==> config.mk <==
export PLATFORM = sky130hd
export DESIGN_NAME = serial_ctrl_port
export DESIGN_NICKNAME = d
export VERILOG_FILES = /design/src/rtl/scp_pkg.sv /design/src/rtl/scp_edge_detect.sv /design/src/rtl/scp_serial_fsm.sv /design/src/rtl/scp_regfile.sv /design/src/rtl/serial_ctrl_port.sv
export SDC_FILE = /design/constraint.sdc
export NUM_CORES = 1
export LEC_CHECK = 0
export BUFFER_PORTS_ARGS = -buffer_cell sky130_fd_sc_hd__buf_2
export CORE_MARGIN = 2
export CORE_UTILIZATION = 52
export DETAILED_ROUTE_END_ITERATION = 10
export HOLD_SLACK_MARGIN = 0.08
export PLACE_DENSITY = 0.76
export REMOVE_ABC_BUFFERS = 1
export SYNTH_ARGS = -nofsm -noshare
export SYNTH_HDL_FRONTEND = slang
export SYNTH_HIERARCHICAL = 1
export SYNTH_SLANG_ARGS = --single-unit
==> constraint.sdc <==
create_clock -name clk -period 2 [get_ports clk]
set_clock_uncertainty 0.05 [all_clocks]
set_input_delay 0.2 -clock clk [delete_from_list [all_inputs] [get_ports clk]]
set_output_delay 0.2 -clock clk [all_outputs]
set_load 0.03 [all_outputs]
==> src/rtl/scp_pkg.sv <==
// Shared constants, types and default values for the serial register control port.
// Assumes a fixed 16-bit instruction: direction bit, two count bits, 13 address bits.
package scp_pkg;

    localparam int INSTR_W = 16;
    localparam int ADDR_W  = 13;
    localparam int BYTE_W  = 8;

    // Phase of the serial transaction
    typedef enum logic [1:0] {
        PH_INSTR = 2'd0,
        PH_DATA  = 2'd1,
        PH_DONE  = 2'd2
    } phase_t;

    // Count code meaning "stream until select rises"
    localparam logic [1:0] CNT_STREAM = 2'b11;

    // Power-on value of data register idx
    function automatic logic [7:0] reg_default(input int idx);
        return 8'(32'h5A + 32'h13 * idx);
    endfunction

endpackage

==> src/rtl/scp_edge_detect.sv <==
// Detects rising and falling edges of the serial clock in the system clock domain.
// Assumes sclk is already synchronous to clk and holds each level for at least two clk cycles.
module scp_edge_detect (
    input  logic clk,
    input  logic rst_n,
    input  logic sclk,
    output logic rise,
    output logic fall
);

    logic sclk_q;

    // Remember the previous level of the serial clock
    always_ff @(posedge clk) begin
        if (!rst_n) sclk_q <= 1'b0;
        else        sclk_q <= sclk;
    end

    assign rise = sclk & ~sclk_q;
    assign fall = ~sclk & sclk_q;

endmodule

==> src/rtl/scp_serial_fsm.sv <==
// Serial protocol engine: decodes the instruction, counts bytes, shifts data in and out.
// Assumes edge pulses from scp_edge_detect and a combinational read port on the register file.
module scp_serial_fsm
    import scp_pkg::*;
(
    input  logic              clk,
    input  logic              rst_n,
    input  logic              csn,
    input  logic              sclk_rise,
    input  logic              sclk_fall,
    input  logic              sdi,
    input  logic [BYTE_W-1:0] rd_data,
    output logic [ADDR_W-1:0] rd_addr,
    output logic              wr_en,
    output logic [ADDR_W-1:0] wr_addr,
    output logic [BYTE_W-1:0] wr_data,
    output logic              sdo,
    output logic              oe
);

    localparam logic [ADDR_W-1:0] ADDR_ONE = ADDR_W'(1);
    localparam logic [3:0]        LAST_INSTR_BIT = 4'(INSTR_W - 1);
    localparam logic [3:0]        LAST_DATA_BIT  = 4'(BYTE_W - 1);

    phase_t                phase_q;
    logic [3:0]            bitpos_q;
    logic [INSTR_W-2:0]    ish_q;
    logic [BYTE_W-2:0]     rx_q;
    logic [BYTE_W-1:0]     tx_q;
    logic                  read_q;
    logic [1:0]            cnt_q;
    logic [1:0]            nbyte_q;
    logic [ADDR_W-1:0]     addr_q;
    logic                  wr_en_q;
    logic [ADDR_W-1:0]     wr_addr_q;
    logic [BYTE_W-1:0]     wr_data_q;
    logic                  oe_q;

    // Transaction state, shifting and write strobe generation
    always_ff @(posedge clk) begin
        if (!rst_n) begin
            phase_q   <= PH_INSTR;
            bitpos_q  <= '0;
            ish_q     <= '0;
            rx_q      <= '0;
            tx_q      <= '0;
            read_q    <= 1'b0;
            cnt_q     <= '0;
            nbyte_q   <= '0;
            addr_q    <= '0;
            wr_en_q   <= 1'b0;
            wr_addr_q <= '0;
            wr_data_q <= '0;
            oe_q      <= 1'b0;
        end else begin
            wr_en_q <= 1'b0;
            oe_q    <= ~csn && (phase_q == PH_DATA) && read_q;
            if (csn) begin
                phase_q  <= PH_INSTR;
                bitpos_q <= '0;
                nbyte_q  <= '0;
            end else begin
                if (sclk_rise) begin
                    unique case (phase_q)
                        PH_INSTR: begin
                            if (bitpos_q == LAST_INSTR_BIT) begin
                                read_q   <= ish_q[INSTR_W-2];
                                cnt_q    <= ish_q[INSTR_W-3:INSTR_W-4];
                                addr_q   <= {ish_q[ADDR_W-2:0], sdi};
                                phase_q  <= PH_DATA;
                                bitpos_q <= '0;
                            end else begin
                                ish_q    <= {ish_q[INSTR_W-3:0], sdi};
                                bitpos_q <= bitpos_q + 4'd1;
                            end
                        end
                        PH_DATA: begin
                            if (bitpos_q == LAST_DATA_BIT) begin
                                if (!read_q) begin
                                    wr_en_q   <= 1'b1;
                                    wr_addr_q <= addr_q;
                                    wr_data_q <= {rx_q, sdi};
                                end
                                addr_q   <= addr_q - ADDR_ONE;
                                bitpos_q <= '0;
                                nbyte_q  <= nbyte_q + 2'd1;
                                if (cnt_q != CNT_STREAM && nbyte_q == cnt_q)
                                    phase_q <= PH_DONE;
                            end else begin
                                rx_q     <= {rx_q[BYTE_W-3:0], sdi};
                                bitpos_q <= bitpos_q + 4'd1;
                            end
                        end
                        default: ;
                    endcase
                end
                if (sclk_fall && phase_q == PH_DATA && read_q) begin
                    if (bitpos_q == '0) tx_q <= rd_data;
                    else                tx_q <= {tx_q[BYTE_W-2:0], 1'b0};
                end
            end
        end
    end

    assign rd_addr = addr_q;
    assign wr_en   = wr_en_q;
    assign wr_addr = wr_addr_q;
    assign wr_data = wr_data_q;
    assign sdo     = tx_q[BYTE_W-1];
    assign oe      = oe_q;

endmodule

==> src/rtl/scp_regfile.sv <==
// Buffered register file: shadow and active copy per data register, plus self-clearing
// update and reset bits. Assumes at most one write strobe per several clk cycles.
module scp_regfile
    import scp_pkg::*;
#(
    parameter int          NUM_REGS = 8,
    parameter int unsigned REG_BASE = 16,
    parameter int unsigned UPD_ADDR = 5,
    parameter int unsigned RST_ADDR = 0,
    localparam int         FLAT_W   = NUM_REGS * BYTE_W
) (
    input  logic              clk,
    input  logic              rst_n,
    input  logic              wr_en,
    input  logic [ADDR_W-1:0] wr_addr,
    input  logic [BYTE_W-1:0] wr_data,
    input  logic [ADDR_W-1:0] rd_addr,
    output logic [BYTE_W-1:0] rd_data,
    output logic [FLAT_W-1:0] shadow_flat,
    output logic [FLAT_W-1:0] active_flat,
    output logic              upd_pend,
    output logic              rst_pend
);

    localparam logic [ADDR_W-1:0] UPD_A = ADDR_W'(UPD_ADDR);
    localparam logic [ADDR_W-1:0] RST_A = ADDR_W'(RST_ADDR);

    logic upd_q;
    logic rst_q;

    // Self-clearing update request
    always_ff @(posedge clk) begin
        if (!rst_n)                                    upd_q <= 1'b0;
        else if (upd_q)                                upd_q <= 1'b0;
        else if (wr_en && wr_addr == UPD_A && wr_data[0]) upd_q <= 1'b1;
    end

    // Self-clearing soft reset request
    always_ff @(posedge clk) begin
        if (!rst_n)                                    rst_q <= 1'b0;
        else if (rst_q)                                rst_q <= 1'b0;
        else if (wr_en && wr_addr == RST_A && wr_data[0]) rst_q <= 1'b1;
    end

    for (genvar i = 0; i < NUM_REGS; i++) begin : g_reg
        localparam logic [ADDR_W-1:0] MY_ADDR = ADDR_W'(REG_BASE + i);
        localparam logic [BYTE_W-1:0] MY_DEF  = reg_default(i);
        logic [BYTE_W-1:0] shadow_q;
        logic [BYTE_W-1:0] active_q;

        // Shadow copy takes host writes
        always_ff @(posedge clk) begin
            if (!rst_n || rst_q)                    shadow_q <= MY_DEF;
            else if (wr_en && wr_addr == MY_ADDR)   shadow_q <= wr_data;
        end

        // Active copy follows the shadow only on update
        always_ff @(posedge clk) begin
            if (!rst_n || rst_q) active_q <= MY_DEF;
            else if (upd_q)      active_q <= shadow_q;
        end

        assign shadow_flat[i*BYTE_W +: BYTE_W] = shadow_q;
        assign active_flat[i*BYTE_W +: BYTE_W] = active_q;
    end

    // Read multiplexer over active registers and control bits
    always_comb begin
        rd_data = '0;
        if (rd_addr == UPD_A) rd_data = {7'd0, upd_q};
        if (rd_addr == RST_A) rd_data = {7'd0, rst_q};
        for (int i = 0; i < NUM_REGS; i++) begin
            if (rd_addr == ADDR_W'(REG_BASE + i)) rd_data = active_flat[i*BYTE_W +: BYTE_W];
        end
    end

    assign upd_pend = upd_q;
    assign rst_pend = rst_q;

endmodule

==> src/rtl/serial_ctrl_port.sv <==
// Top of the serial register control port: edge detection, protocol engine, register file.
// Assumes csn, sclk and sdio_in are synchronous to clk; the pad tri-state lives outside.
module serial_ctrl_port
    import scp_pkg::*;
#(
    parameter int          NUM_REGS = 8,
    parameter int unsigned REG_BASE = 16,
    parameter int unsigned UPD_ADDR = 5,
    parameter int unsigned RST_ADDR = 0
) (
    input  logic clk,
    input  logic rst_n,
    input  logic csn,
    input  logic sclk,
    input  logic sdio_in,
    output logic sdio_out,
    output logic sdio_oe
);

    localparam int FLAT_W = NUM_REGS * BYTE_W;

    logic              sclk_rise;
    logic              sclk_fall;
    logic [ADDR_W-1:0] rd_addr;
    logic [BYTE_W-1:0] rd_data;
    logic              wr_en;
    logic [ADDR_W-1:0] wr_addr;
    logic [BYTE_W-1:0] wr_data;
    logic [FLAT_W-1:0] shadow_flat;
    logic [FLAT_W-1:0] active_flat;
    logic              upd_pend;
    logic              rst_pend;

    scp_edge_detect u_edge (
        .clk   (clk),
        .rst_n (rst_n),
        .sclk  (sclk),
        .rise  (sclk_rise),
        .fall  (sclk_fall)
    );

    scp_serial_fsm u_fsm (
        .clk       (clk),
        .rst_n     (rst_n),
        .csn       (csn),
        .sclk_rise (sclk_rise),
        .sclk_fall (sclk_fall),
        .sdi       (sdio_in),
        .rd_data   (rd_data),
        .rd_addr   (rd_addr),
        .wr_en     (wr_en),
        .wr_addr   (wr_addr),
        .wr_data   (wr_data),
        .sdo       (sdio_out),
        .oe        (sdio_oe)
    );

    scp_regfile #(
        .NUM_REGS (NUM_REGS),
        .REG_BASE (REG_BASE),
        .UPD_ADDR (UPD_ADDR),
        .RST_ADDR (RST_ADDR)
    ) u_regs (
        .clk         (clk),
        .rst_n       (rst_n),
        .wr_en       (wr_en),
        .wr_addr     (wr_addr),
        .wr_data     (wr_data),
        .rd_addr     (rd_addr),
        .rd_data     (rd_data),
        .shadow_flat (shadow_flat),
        .active_flat (active_flat),
        .upd_pend    (upd_pend),
        .rst_pend    (rst_pend)
    );

endmodule

Word level (Yosys, flattened, before mapping). Cells that the tools add are included. W data, S select, Z words.

Register bits: 208. Input bits: 5. Output and inout bits: 2. Word-level logic and storage cells: 133.

Add/subtract/negate cells: 3. Equal/unequal tests: 26. Muxes and demuxes: 24. Bitwise gates (word level): 11. Reductions and logical operators: 37.

Operators with widths (number): $eq A13 B5 Y1 const B (16); $mux W8 (9); $eq A13 B3 Y1 const B (2); $logic_not A13 Y1 (2); $mux W13 (2); $pmux W13 S2 (1); $logic_and A1 B1 Y1 (17); $reduce_and A5 Y1 (3); $sub A13 B1 Y13 const B (1); $reduce_and A4 Y1 (3); $not A1 Y1 (9); $mux W4 (2); $pmux W4 S2 (1); $mux W2 (3); $ne A2 B2 Y1 const B (3); $reduce_or A2 Y1 (3); $mux W1 (5); $reduce_or A5 Y1 (1); $add A4 B1 Y4 const B (1); $eq A4 B3 Y1 const B (1); $eq A4 B4 Y1 const B (1); $logic_not A4 Y1 (1); $pmux W2 S2 (1); $reduce_and A2 Y1 (2); other kinds (10) (11).

Logic depth before layout (Yosys ltp).
Depth after elaboration: 12. Gate-level depth with buffers: 8. Depth with buffers taken out: 6.

Hierarchy. Netlist, hierarchy kept.

By module, submodules not included: scp_regfile (times used 1, cells an instance 507, area each 5365.1 um^2, sequential area each 2602.5 um^2); scp_serial_fsm (times used 1, cells an instance 362, area each 3323.2 um^2, sequential area each 1541.5 um^2); scp_edge_detect (times used 1, cells an instance 4, area each 38.8 um^2, sequential area each 20.0 um^2).

Worst setup path before layout. Ideal clock, no wire load.

Path kind: register to register. From: register u_fsm.addr_q[0] (netlist: u_fsm/rd_addr[0]). To: register u_fsm.tx_q[2]. Setup time: 134 ps. Arrival: 1866 ps. Data required time: 1816 ps. Setup slack: -49 ps. Cell stages (with the launch flop): 8. Path buffers: 2. Period minus slack after synthesis: 2049 ps. Path through: dfxtp_1 clkbuf_1 buf_2 mux4_2 mux2i_1 nor2_1 mux2i_1 a211oi_1.

Word-level cells in the longest chain between the ends: 10. Elaborated cells on any way between the ends: 17. Classes of those cells: eq/ne (8); mux (9).

Ends and longest elaborated chain: start, declared (line scp_serial_fsm.sv:33) `logic [ADDR_W-1:0] addr_q;`; start signal, assigned (line scp_serial_fsm.sv:69) `addr_q <= {ish_q[ADDR_W-2:0], sdi};`; start signal, assigned (line scp_serial_fsm.sv:84) `addr_q <= addr_q - ADDR_ONE;`; $eq A13 B5 Y1 (line scp_regfile.sv:73) `if (rd_addr == ADDR_W'(REG_BASE + i)) rd_data = active_flat[i*BYTE_W +: BYTE_W];`; $mux W8 (7 in series) (line scp_regfile.sv:73); $mux W8 * (line scp_regfile.sv:73); net rd_data[2] (line serial_ctrl_port.sv:25) `logic [BYTE_W-1:0] rd_data;`; $mux W8 * (line scp_serial_fsm.sv:98) `if (bitpos_q == '0) tx_q <= rd_data;`; end signal, assigned (line scp_serial_fsm.sv:98); end signal, assigned (line scp_serial_fsm.sv:99) `else tx_q <= {tx_q[BYTE_W-2:0], 1'b0};`; end, declared (line scp_serial_fsm.sv:29) `logic [BYTE_W-1:0] tx_q;`.

The timed path passes the listed nets; every way through them passes the cells marked *. A chain may end at the register's enable or synchronous reset.

Final worst setup path.
From: register u_fsm.addr_q[12] (netlist: u_fsm/rd_addr[12]). To: register u_fsm.tx_q[0].

Word-level cells in the longest chain between the ends: 12. Elaborated cells on any way between the ends: 21. Classes of those cells: eq/ne (9); mux (11); reduce/logical (1).

Ends and longest elaborated chain: $eq A13 B3 Y1 (line scp_regfile.sv:70) `if (rd_addr == UPD_A) rd_data = {7'd0, upd_q};`; $mux W1 (line scp_regfile.sv:70); $mux W1 (line scp_regfile.sv:71) `if (rd_addr == RST_A) rd_data = {7'd0, rst_q};`; $mux W8 (7 in series) (line scp_regfile.sv:73); $mux W8 * (line scp_regfile.sv:73); net rd_data[0] (line serial_ctrl_port.sv:25); $mux W8 * (line scp_serial_fsm.sv:98).

Marks and branches as above.

==> impl_metrics.tcl <==
set metrics [dict create \
    wl_met1_um 8547 \
    nNetsFinal 911 \
    maxCapViolations 0 \
    die_width_um 133.6 \
    routed_via_density 5.566 \
    cts_tree "done" \
    crit_buf_inv 0 \
    comb_power_share_pct 1.8 \
    rows 47 \
    failed_checks "setup timing" \
    first_pass_iters 5 \
    cp_top_family "simple AND/OR/NAND/NOR gates" \
    intPower_mw 6.513 \
    r2r-start "u_fsm/rd_addr[12]" \
    fmaxAchievable_ghz 0.4944 \
    die_y_um 133.6 \
    required_ps 2310 \
    dr_wl_met2_um 8850 \
    antenna_found_initial 0 \
    start_util_pct 53.00 \
    hold_viol_final 0 \
    switchingPower_mw 1.719 \
    path_cells "or4_4 -> or4_4 -> o2111ai_1 -> o22ai_2 -> nand3_1 -> a21oi_2" \
    post-route-util_pct 61.53 \
    cp_slowest_stage_delay_ps 520 \
    routabilityCongestion 0.7998 \
    root_buffer "clkbuf_16" \
    wl_per_cell_um 16.19 \
    h-tree-depth 1 \
    period_minus_slack_ps 2023 \
    rsz0062_at_grt "true" \
    path_max_fanout 2 \
    ir_worst_vdd_uv 869.4 \
    pwr-share-clk_pct 47.8 \
    numCtsBuffers 22 \
    core_sq_mm 0.01647 \
    io_pins 7 \
    grt_max_degree 69 \
    top_layer "met4" \
    drt_iter0_drc 445 \
    dr_total_vias 6334 \
    grtUsageTotal_pct 21.19 \
    place_area_sq_mm 0.009308 \
    clkSinkCount 208 \
    power_frac_seq_pct 50.4 \
    grt_overflow 0 \
    synth_edf_count 0 \
    min_to "u_regs/g_reg[3].active_q[4]" \
    synth_seq_cells 208 \
    r2r_slack_ps -20 \
    io_buffers 6 \
    drcViolationCount 0 \
    cpMostUsedCell "or4_4" \
    critPathLaunchType "flop" \
    diodes 0 \
    ys.warnings.count 6 \
    worst_pin_slew_ps 546.7 \
    setup_slack_ps -22.86 \
    synthFlopType "dfxtp_1" \
    tns_ps -54.43 \
    synth.avg_cell_area_sq_um 9.997 \
    timing.final.crit_share_pct 101.1 \
    syn_to_final_growth_pct 16.09 \
    syn-cell-area_sq_mm 0.008727 \
    die_area_sq_mm 0.01784 \
    grt_pass1_wl_um 31080 \
    critical_path_cell_count 6 \
    synthArstFlopShare_pct 0 \
    cts.clk_slew.worst_paths_ps 60 \
    status "complete, but fails checks" \
    final_cell_area_sq_mm 0.01013 \
    grt_pass1_vias 6156 \
    worst_ep_arrival_time_ps 2340 \
    clk_latency_ps 490 \
    crit_slowest_cell "or4_4" \
    dp_hpwl_um 11620 \
    cts_buffer_depth 3 \
    wl_met3_um 653 \
    power-per-cell-area_mw_per_mm2 812.6 \
    drive_gt1_share_pct 16.34 \
    p_leak_nw 4.285 \
    slew_viol_final 0 \
    ys_types 57 \
    min_path_cells 2 \
    synth-seq-area-share_pct 47.71 \
    synthCells 873 \
    wl_um 18420 \
    slew_headroom_pct 63.55 \
    crit_type "flop to flop" \
    hp-start "u_regs/g_reg[3].active_q[4]" \
    detail-route-antenna-nets 0 \
    min_path_type "flop to flop" \
    rr_worst_depth 6 \
    setup_viol 5 \
    r2r-end "u_fsm/tx_q[0]" \
    netSwitchingFraction_pct 20.89 \
    end_kind "flop" \
]
## worst max-delay path by stage
stage / from / endpoint / slack (ps)
floorplan: u_regs/upd_pend / u_fsm/tx_q[0] / -1200
global placement: u_fsm/rd_addr[12] / u_fsm/tx_q[6] / -30
detailed placement: u_fsm/rd_addr[12] / u_fsm/tx_q[3] / -110
CTS: u_fsm/rd_addr[5] / u_fsm/tx_q[0] / -20
global route: u_fsm/rd_addr[12] / u_fsm/tx_q[3] / -80
finish: u_fsm/rd_addr[12] / u_fsm/tx_q[0] / -20
## worst min-delay path, stage by stage (launching register included)
cell     delay [ps]
dfxtp_1         320
mux2i_1          60
nand2_1          60
## metal layers
layer	vias up	global-route usage, %
met5	-	0
met4	0	5.437
met3	31	3.044
met2	119	36.00
met1	3082	28.52
li1	3102	-
## state kept, by name, summed over array words and instances, names as in the netlist
signal	count
u_fsm/cnt_q	2
u_regs/g.active_q	64
u_fsm/nbyte_q	2
u_fsm/oe	1
u_fsm/ish_q	15
u_fsm/phase_q	2
u_regs/rst_pend	1
u_fsm/rx_q	7
u_edge/sclk_q	1
u_fsm/rd_addr	13
u_fsm/bitpos_q	4
u_regs/g.shadow_q	64
u_fsm/wr_en	1
u_fsm/read_q	1
u_fsm/wr_data	8
u_fsm/wr_addr	13
u_regs/upd_pend	1
u_fsm/tx_q	8
## synth_stat cells, types with 2 or more instances
cell type	n	area, sq um
a211oi_1	8	60.06
a21o_1	7	52.55
a21oi_1	22	110.1
a31oi_1	5	31.28
and2_1	3	18.77
and3_1	4	25.02
and4_1	2	17.52
and4b_1	3	30.03
buf_1	6	22.52
buf_2	9	45.04
clkbuf_1	49	183.9
dfxtp_1	208	4164
ha_1	3	37.54
inv_1	6	22.52
mux2i_1	192	1922
mux4_2	14	315.3
nand2_1	85	319.1
nand2b_1	5	31.28
nand3_1	9	45.04
nand4_1	6	37.54
nand4_2	8	100.1
nand4b_1	2	17.52
nor2_1	138	518.0
nor2b_1	6	37.54
nor3_1	6	30.03
nor3b_1	10	75.07
nor4_1	5	31.28
nor4bb_1	6	60.06
o21ai_0	13	65.06
or3_1	2	12.51
or4_1	2	15.01
xnor2_1	2	17.52
xor2_1	3	26.28
## per-stage QoR
step                      total power, mW  std cells  hold slack [ps]  worst slack, ps
after floorplan                     4.317        807            271.7            -1199
after global placement              4.377       1093            378.9           -33.96
after detailed placement            4.377       1093            394.0           -109.3
after CTS                           8.309       1138            422.7           -19.25
after global routing                8.461       1138            441.9           -80.37
final                               8.232       1138            419.9           -22.86
## what timing repair did
| item | in CTS | in global routing |
|---|---|---|
| setup endpoints to repair | 8 | 15 |
| pin swaps | 12 | 7 |
| setup buffers | 1 | 0 |
| hold buffers | 5 | 0 |
| resized for setup | 11 | 7 |
| hold endpoints to repair | 7 | 0 |
## power by group through the flow
stage / combinational, mW / sequential [mW] / clock (mW)
global route: 0.158 / 4.15 / 4.16
detailed placement: 0.138 / 4.24 / 0
finish: 0.147 / 4.15 / 3.94
CTS: 0.146 / 4.15 / 4.02
global placement: 0.138 / 4.24 / 0
floorplan: 0.0776 / 4.24 / 0
## cell usage in the layout, fill, tap and decap left out, types with 7 or more instances in the layout
cell type  netlist  final
clkbuf_16        0     23
nor3b_1         10     10
nand2_1         85     85
mux2i_1        192    191
nand3_1          9      9
buf_4            1     54
a21o_1           7      7
mux4_2          14     14
dfxtp_1        208    205
nand4_2          8      8
a211oi_1         8      8
o21ai_0         13     13
a21oi_1         22     21
nor2_1         138    132
## layout make-up
| class | instances | area, sq um |
|---|---|---|
| Fill cell | 1310 | 6335 |
| Sequential cell | 208 | 4170 |
| Timing Repair Buffer | 72 | 620.6 |
| Clock buffer | 30 | 621.8 |
| Tap cell | 220 | 275.3 |
| Clock inverter | 9 | 85.08 |
| Multi-Input combinational cell | 592 | 4332 |
| Inverter | 7 | 26.28 |
## logic make-up after synthesis
group / share of synthesized area [%]
xor gates and xnor gates: 0.5019
muxes: 25.76
AOI/OAI and AO/OA: 4.703
and+or+nand+nor: 17.49
DFF: 47.71
buffers and inverters: 3.398
adders and majority gates: 0.4302
Note: power is estimated with default switching activity, not from simulation.
